## src/rtl/hz_pkg.sv

```systemverilog
package hz_pkg;
  localparam int NREG_DEF   = 32;
  localparam int SYNC_DEF   = 2;
  localparam int NSRC       = 2;
endpackage

```

## src/rtl/hz_rst_sync.sv

```systemverilog
module hz_rst_sync #(
  parameter int STAGES = 2
) (
  input  logic clk,
  input  logic rst_ni,
  output logic rst_no
);
  logic [STAGES-1:0] chain_q;

  always_ff @(posedge clk or negedge rst_ni) begin
    if (!rst_ni) chain_q <= '0;
    else         chain_q <= {chain_q[STAGES-2:0], 1'b1};
  end

  assign rst_no = chain_q[STAGES-1];
endmodule

```

## src/rtl/hz_resv_table.sv

```systemverilog
module hz_resv_table #(
  parameter  int NREG = 32,
  parameter  int NSET = 1,
  localparam int IW   = $clog2(NREG)
) (
  input  logic                     clk,
  input  logic                     rst_ni,
  input  logic [NSET-1:0]          set_en,
  input  logic [NSET-1:0][IW-1:0]  set_idx,
  input  logic                     clr_en,
  input  logic [IW-1:0]            clr_idx,
  output logic [NREG-1:0]          bits_o
);
  logic [NREG-1:0] bits_q, bits_d, set_mask, clr_mask;
  logic [NSET-1:0][NREG-1:0] set_dec;
  logic upd_en, clr_hit_set;

  // one-hot decode per set port
  for (genvar g = 0; g < NSET; g++) begin : g_dec
    assign set_dec[g] = set_en[g] ? (NREG'(1) << set_idx[g]) : '0;
  end

  always_comb begin
    set_mask    = '0;
    clr_hit_set = 1'b0;
    for (int i = 0; i < NSET; i++) begin
      set_mask = set_mask | set_dec[i];
      if (set_en[i] && set_idx[i] == clr_idx) clr_hit_set = 1'b1;
    end
    clr_mask = clr_en ? (NREG'(1) << clr_idx) : '0;
    // clear first, then set; entry 0 is hard-wired empty
    bits_d    = (bits_q & ~clr_mask) | set_mask;
    bits_d[0] = 1'b0;
  end

  assign upd_en = clr_en | (|set_en);

  always_ff @(posedge clk or negedge rst_ni) begin
    if (!rst_ni)     bits_q <= '0;
    else if (upd_en) bits_q <= bits_d;
  end

  assign bits_o = bits_q;

  AST_ZERO_EMPTY: assert property (@(posedge clk) disable iff (!rst_ni)
    !bits_q[0]);

  AST_CLEAR_THEN_SET: assert property (@(posedge clk) disable iff (!rst_ni)
    (set_en[0] && clr_en && clr_idx == set_idx[0] && set_idx[0] != '0)
    |=> bits_q[$past(set_idx[0])]);

  AST_CLEAR_TAKES: assert property (@(posedge clk) disable iff (!rst_ni)
    (clr_en && !clr_hit_set) |=> !bits_q[$past(clr_idx)]);
endmodule

```

## src/rtl/hz_compare.sv

```systemverilog
module hz_compare #(
  parameter  int NREG = 32,
  localparam int IW   = $clog2(NREG)
) (
  input  logic [NREG-1:0] wr_bits,
  input  logic [NREG-1:0] rd_bits,
  input  logic            iss_valid,
  input  logic            src_a_vld,
  input  logic [IW-1:0]   src_a,
  input  logic            src_b_vld,
  input  logic [IW-1:0]   src_b,
  input  logic            dst_vld,
  input  logic [IW-1:0]   dst,
  output logic            raw,
  output logic            waw,
  output logic            war
);
  function automatic logic hit(input logic [NREG-1:0] vec,
                               input logic vld, input logic [IW-1:0] idx);
    return vld && (idx != '0) && vec[idx];
  endfunction

  always_comb begin
    raw = iss_valid && (hit(wr_bits, src_a_vld, src_a) || hit(wr_bits, src_b_vld, src_b));
    waw = iss_valid && hit(wr_bits, dst_vld, dst);
    war = iss_valid && hit(rd_bits, dst_vld, dst);
  end
endmodule

```

## src/rtl/issue_hazard_guard.sv

```systemverilog
module issue_hazard_guard #(
  parameter  int NREG  = hz_pkg::NREG_DEF,
  parameter  int SYNC  = hz_pkg::SYNC_DEF,
  localparam int IW    = $clog2(NREG)
) (
  input  logic          clk,
  input  logic          rst_ni,
  input  logic          iss_valid,
  input  logic          src_a_vld,
  input  logic [IW-1:0] src_a,
  input  logic          src_b_vld,
  input  logic [IW-1:0] src_b,
  input  logic          dst_vld,
  input  logic [IW-1:0] dst,
  input  logic          done_vld,
  input  logic [IW-1:0] done_reg,
  input  logic          rdone_vld,
  input  logic [IW-1:0] rdone_reg,
  output logic          stall,
  output logic          haz_raw,
  output logic          haz_waw,
  output logic          haz_war
);
  logic rst_sn;
  logic issue_go;
  logic [NREG-1:0] wr_bits, rd_bits;
  logic [hz_pkg::NSRC-1:0] rd_set_en;
  logic [hz_pkg::NSRC-1:0][IW-1:0] rd_set_idx;

  hz_rst_sync #(.STAGES(SYNC)) u_rst (
    .clk(clk), .rst_ni(rst_ni), .rst_no(rst_sn)
  );

  hz_compare #(.NREG(NREG)) u_cmp (
    .wr_bits(wr_bits), .rd_bits(rd_bits), .iss_valid(iss_valid),
    .src_a_vld(src_a_vld), .src_a(src_a), .src_b_vld(src_b_vld), .src_b(src_b),
    .dst_vld(dst_vld), .dst(dst),
    .raw(haz_raw), .waw(haz_waw), .war(haz_war)
  );

  assign stall    = iss_valid & (haz_raw | haz_waw | haz_war);
  assign issue_go = iss_valid & ~stall;

  assign rd_set_en  = {issue_go & src_b_vld, issue_go & src_a_vld};
  assign rd_set_idx = {src_b, src_a};

  hz_resv_table #(.NREG(NREG), .NSET(1)) u_wr (
    .clk(clk), .rst_ni(rst_sn),
    .set_en(issue_go & dst_vld), .set_idx(dst),
    .clr_en(done_vld), .clr_idx(done_reg),
    .bits_o(wr_bits)
  );

  hz_resv_table #(.NREG(NREG), .NSET(hz_pkg::NSRC)) u_rd (
    .clk(clk), .rst_ni(rst_sn),
    .set_en(rd_set_en), .set_idx(rd_set_idx),
    .clr_en(rdone_vld), .clr_idx(rdone_reg),
    .bits_o(rd_bits)
  );

  AST_STALL_NEEDS_VALID: assert property (@(posedge clk) disable iff (!rst_sn)
    stall |-> iss_valid);

  AST_IDLE_QUIET: assert property (@(posedge clk) disable iff (!rst_sn)
    !iss_valid |-> !(haz_raw || haz_waw || haz_war));

  AST_ISSUE_RESERVES: assert property (@(posedge clk) disable iff (!rst_sn)
    (issue_go && dst_vld && dst != '0) |=> wr_bits[$past(dst)]);

  AST_STALL_NO_RESERVE: assert property (@(posedge clk) disable iff (!rst_sn)
    (stall && dst_vld && dst != '0 && !wr_bits[dst]) |=> !wr_bits[$past(dst)]);
endmodule

```

## config.mk

```make
export PLATFORM = sky130hd
export DESIGN_NAME = issue_hazard_guard
export DESIGN_NICKNAME = d
export VERILOG_FILES = /design/src/rtl/hz_pkg.sv /design/src/rtl/hz_rst_sync.sv /design/src/rtl/hz_resv_table.sv /design/src/rtl/hz_compare.sv /design/src/rtl/issue_hazard_guard.sv
export SDC_FILE = /design/constraint.sdc
export NUM_CORES = 1
export LEC_CHECK = 0
export ABC_CLOCK_PERIOD_IN_PS = 3000
export BUFFER_PORTS_ARGS = -buffer_cell sky130_fd_sc_hd__buf_2
export CORE_MARGIN = 4
export CORE_UTILIZATION = 30
export DETAILED_ROUTE_END_ITERATION = 12
export PLACE_DENSITY = 0.42
export SYNTH_ARGS = -nofsm -noshare
export SYNTH_HDL_FRONTEND = slang
export SYNTH_SLANG_ARGS = --single-unit
```

## constraint.sdc

```tcl
create_clock -name clk -period 3 [get_ports clk]
set_input_delay 0.6 -clock clk [delete_from_list [all_inputs] [get_ports clk]]
set_output_delay 0.6 -clock clk [all_outputs]
set_load 0.01 [all_outputs]
```

# Yosys cells after proc, flatten, opt, wreduce, memory -nomap -nowiden

Cells that the tools add are included.

Bitwise gates (word level): 17
Reductions and logical operators: 15
Shift operators: 5
Multiplexer cells: 13
Magnitude comparators: 3

Operators with widths:

| kind                   | count |
|---|---|
| $mux W32               | 5 |
| $shl A1 B5 Y32 const A | 5 |
| $or A32 B32 Y32        | 3 |
| $and A32 B32 Y32       | 2 |
| $not A32 Y32           | 2 |
| $bmux W1 S5            | 4 |
| $lt A5 B6 Y1 const B   | 3 |
| $reduce_bool A5 Y1     | 3 |
| $logic_and A1 B1 Y1    | 10 |
| $and A1 B1 Y1          | 5 |
| $mux W1                | 4 |
| $or A1 B1 Y1           | 4 |
| $reduce_or A2 Y1       | 1 |
| $logic_or A1 B1 Y1     | 1 |
| $not A1 Y1             | 1 |

Output and inout bits: 4
Input port bits: 33
Register bits: 64
Logic and storage cells: 56

# Longest topological paths before layout

Depth after elaboration: 14
Depth in mapped cells: 9

# Cells and area by module

Synthesis repeated with hierarchy kept, for this count alone.

Cell total of the unflattened synthesis: 384
Area, all modules: 4110.2 um2

By module, submodules not included:

| module               | area each (um2) | times used | cells an instance | seq. area each (um2) |
|---|---|---|---|---|
| hz_resv_table (u_rd) | 1512.7          | 1          | 143               | 775.7 |
| hz_resv_table (u_wr) | 1327.5          | 1          | 129               | 775.7 |
| hz_compare           | 1163.6          | 1          | 104               | 0.0 |
| hz_rst_sync          | 53.8            | 1          | 3                 | 50.0 |
| issue_hazard_guard   | 52.6            | 1          | 5                 | 0.0 |

# Worst setup path after synthesis

No wires, ideal clock.

Path type: in2out
Start: input port src_a[2]
End: output port stall
Arrival: 2331 ps
Setup slack: 69 ps
Stages: 6
Data required time: 2400 ps
Cells stage by stage: clkbuf_1 -> mux4_2 -> mux4_2 -> o22ai_1 -> o31ai_4 -> or2_1

Cells in the longest elaborated chain, start to end: 8

RTL lines:

| element                                                                     | line                     | RTL |
|---|---|---|
| start: declaration                                                          | issue_hazard_guard.sv:10 | `input logic [IW-1:0] src_a,` |
| $bmux W1 S5 / $reduce_bool A5 Y1 (equally long branches)                    | hz_compare.sv:20         | `return vld && (idx != '0) && vec[idx];` |
| $mux W1 (not written as such) / $logic_and A1 B1 Y1 (equally long branches) | hz_compare.sv:20         |  |
| $logic_and A1 B1 Y1 (*)                                                     | hz_compare.sv:20         |  |
| $logic_or A1 B1 Y1 (*)                                                      | hz_compare.sv:24         | `raw = iss_valid && (hit(wr_bits, src_a_vld, src_a) \|\| hit(wr_bits, src_b_vld, src_b));` |
| $logic_and A1 B1 Y1 (*)                                                     | hz_compare.sv:24         |  |
| $or A1 B1 Y1 (*) (2 in series)                                              | issue_hazard_guard.sv:41 | `assign stall = iss_valid & (haz_raw \| haz_waw \| haz_war);` |
| $and A1 B1 Y1 (*)                                                           | issue_hazard_guard.sv:41 |  |
| end: declaration                                                            | issue_hazard_guard.sv:19 | `output logic stall,` |

Mark *: on every way between the ends. The rest lies on a longest branch, timed or not. The select of a mux whose other input is x is not followed.

# Worst setup path in the final report

Start: register u_wr.bits_q[15] (netlist: u_wr.bits_o[15])
End: output port stall

Cells in the longest elaborated chain, start to end: 8

RTL lines:

| element                        | line                     | RTL |
|---|---|---|
| start: declaration             | hz_resv_table.sv:14      | `logic [NREG-1:0] bits_q, bits_d, set_mask, clr_mask;` |
| start signal: assignment       | hz_resv_table.sv:40      | `else if (upd_en) bits_q <= bits_d;` |
| $bmux W1 S5                    | hz_compare.sv:20         |  |
| $mux W1 (not written as such)  | hz_compare.sv:20         |  |
| $logic_and A1 B1 Y1            | hz_compare.sv:20         |  |
| $logic_or A1 B1 Y1             | hz_compare.sv:24         |  |
| $logic_and A1 B1 Y1            | hz_compare.sv:24         |  |
| $or A1 B1 Y1 (*) (2 in series) | issue_hazard_guard.sv:41 |  |
| $and A1 B1 Y1 (*)              | issue_hazard_guard.sv:41 |  |

Marked as above.

==> results.md <==
- Status: finished, violations left
- Failing checks: setup timing
- CP cell instances: mux4_2 > mux4_2 > o2111ai_2 > o31ai_4 > or2_4 > buf_6
- Synth area leaders: dfrtp_1, o31ai_2, mux4_2
- Fmax achieved: around 330 MHz
- Max-slew violations: 0
- Hold crit path type: in2async
- Residual overflow from global routing: 0
- Slowest-stage cell, CP: mux4_2
- Top cells by count, synth: dfrtp_1, o21ai_0, o31ai_2
- Clk slew on worst S/H paths: ~0.05 ns
- TritonRoute pass-1 iters: 5
- Crit end category: output pin
- Drt drc: 0
- Drt wl/cell: around 24 µm
- Placed insts: 742
- Vias/cell: just under 6
- Syn avg cell area: 10.1 µm²
- Crit Path Class: reg2out
- Antenna Violating Nets Remaining: 0
- Logic pwr share: 0.291
- Pwr Density: roughly 560 nW/µm²
- Critical path peak fanout: 4
- CP arrival: 2.47 ns
- Later-pin clock latency in the skew report: ~0.35 ns
- Setup violators final: 2
- Diode count: 0
- Cells after Synth: slightly below 500
- Buffers on Ports: 36
- Clk_skew: about 0.0060 ns
- Yosys warning count: 0
- Seq pwr share: 0.378
- Routability cong.: 0.866
- RSZ-0062 raised after global routing: true
- Most used cell, CP: mux4_2
- CORE AREA: between 15000 and 20000 µm²
- Die area: about 18000 µm²
- Final Instance Count excl. Fillers: approximately 760
- Placed instance area: between 5000 and 6000 µm²
- Worst Setup Start Kind: flip-flop
- DR vias: roughly 4.4k
- Synth cell types: 48
- Ratio of cells with drive above 1 in the final layout: 0.371
- Design Area, Final: between 5000 and 6000 µm²
- Cell accounting for the most synthesized area: dfrtp_1
- Count leader, synth: dfrtp_1
- IO Pins: 37
- Final Power: 3.26 mW
- Cell family with most CP delay: multiplexers
- Cell Area, Synth: a little under 5000 µm²
- P_leak: about 2.2 nW
- Pint: between 2 and 2.5 mW
- Net Switching: 1.07 mW
- Final Hold Violating Endpoints: 0
- Root buf cell: clkbuf_16
- Slew margin rel.: 0.435
- Tmin final: roughly 3.1 ns
- Global-route wire length before repair: 27.8 mm
- Sink Count: 64
- Synth Net Count: about 520
- Fin crit share: 1.02
- CTS Buf Count: 9
- Post-layout util: 0.369
- Post-Route WL: ~18 mm
- Initial Util: 0.307
- Ys async rst share: 1.00
- Overall Global Routing Usage: 0.202
- #FFs+latches synth: 64
- H-tree depth: 3
- Dpl hpwl: 13.6 mm
- Die width: roughly 140 µm
- Worst VDD drop: roughly 350 µV
- Worst hold margin: approximately 0.024 ns
- Number of antenna violations at the first check in global routing: 0
- Worst path max stage delay: around 0.5 ns
- CTS Buffer Depth: 2
- Critical path buffers and inverters: 1
- Nets@finish: ~580
- Ys flop type: dfrtp_1
- Setup WS post-layout: -0.0729 ns
- Share of the synthesized area in the top cell type: 0.329
- MaxCap Viol Count: 0
- Sw frac: 0.328
- Vias in the first global route: 4421
- Clock Power Share: 0.331
- Post-synth EDFFs: 0
- Area grow syn2layout: 20.3%
- Largest net degree at the start of global routing: 63
- Worst slew pin tran: roughly 0.85 ns
- Seq/Total Area, Yosys: 0.329
- CTS tree: yes
- Rows: 46
- Die Span Y: around 140 µm
- CP required: between 2 and 2.5 ns
- Detailed Route Iter0 Violations: approximately 400
kinds of logic after synthesis:
kind of cell	Yosys count	share of synthesized area
and+or+nand+nor	171	0.179
muxes	32	0.131
other	1	0.000770
AOI/OAI and AO/OA	176	0.315
DFF	64	0.329
buffers and inverters	40	0.0460
stage by stage:
step	TNS (ns)	setup slack (ns)
floorplan	0	0.0689
global placement	-0.169	-0.169
detailed placement	-0.292	-0.198
CTS	-0.147	-0.142
global route	-0.247	-0.127
finish	-0.136	-0.0729
flip-flops by register name, summed over array words and instances, names as in the netlist:
| signal | count |
|---|---|
| u_rd.bits_o | 31 |
| u_wr.bits_o | 31 |
| u_rst.chain_q | 2 |
metal layers:
metal / routed length [µm] / track usage / up-vias
met5: 0 / 0 / -
met4: 227 / 0.0521 / 0
met3: 899 / 0.0423 / 16
met2: 8030 / 0.299 / 116
met1: 8810 / 0.301 / 2284
li1: - / - / 1999
power groups by stage:
stage	clock (mW)	sequential (mW)	combinational [mW]
finish	1.08	1.24	0.949
global route	1.14	1.25	1.03
CTS	1.10	1.23	0.932
detailed placement	0	1.24	0.906
global placement	0	1.25	0.897
floorplan	0	1.17	0.652
final timing paths:
path / cells past startpoint / slack (ns) / from / end
setup / recovery: 6 / -0.07 / u_wr.bits_o[15]$_DFFE_PN0P_ / stall
hold / removal: 1 / 0.02 / rst_ni / u_rst.chain_q[1]$_DFF_PN0_
setup reg to reg: 10 / 0.15 / u_wr.bits_o[15]$_DFFE_PN0P_ / u_rd.bits_o[3]$_DFFE_PN0P_
hold reg to reg: 0 / 0.36 / u_rst.chain_q[0]$_DFF_PN0_ / u_rst.chain_q[1]$_DFF_PN0_
max in group asynchronous: 1 / 2.00 / u_rst.chain_q[1]$_DFF_PN0_ / u_wr.bits_o[19]$_DFFE_PN0P_
min in group clk: 0 / 0.36 / u_rst.chain_q[0]$_DFF_PN0_ / u_rst.chain_q[1]$_DFF_PN0_
placed cells by master (no fill, tap or decap), types with 10 or more instances in the layout:
cell type	count
nand2_1	55
buf_4	42
nand3_1	17
nor2b_1	17
o21ai_0	60
o22a_1	31
buf_2	31
nor2_1	24
o31ai_2	59
mux4_2	23
dfrtp_1	63
nand2b_1	10
repair_timing:
item	in CTS	in global routing
resized for setup	8	12
hold buffers	0	0
pin swaps	3	1
endpoints found under the setup margin	2	2
buffers inserted	4	2
cell type report:
cell class	count	area (µm²)
fill	1667	10000
multi-input combinational	380	3080
sequential	64	1600
timing repair buffer	82	594
tap	216	270
clock buffer	13	260
clock inverter	3	40.0
inverter	5	18.8
(Power assumes the default switching activity.)
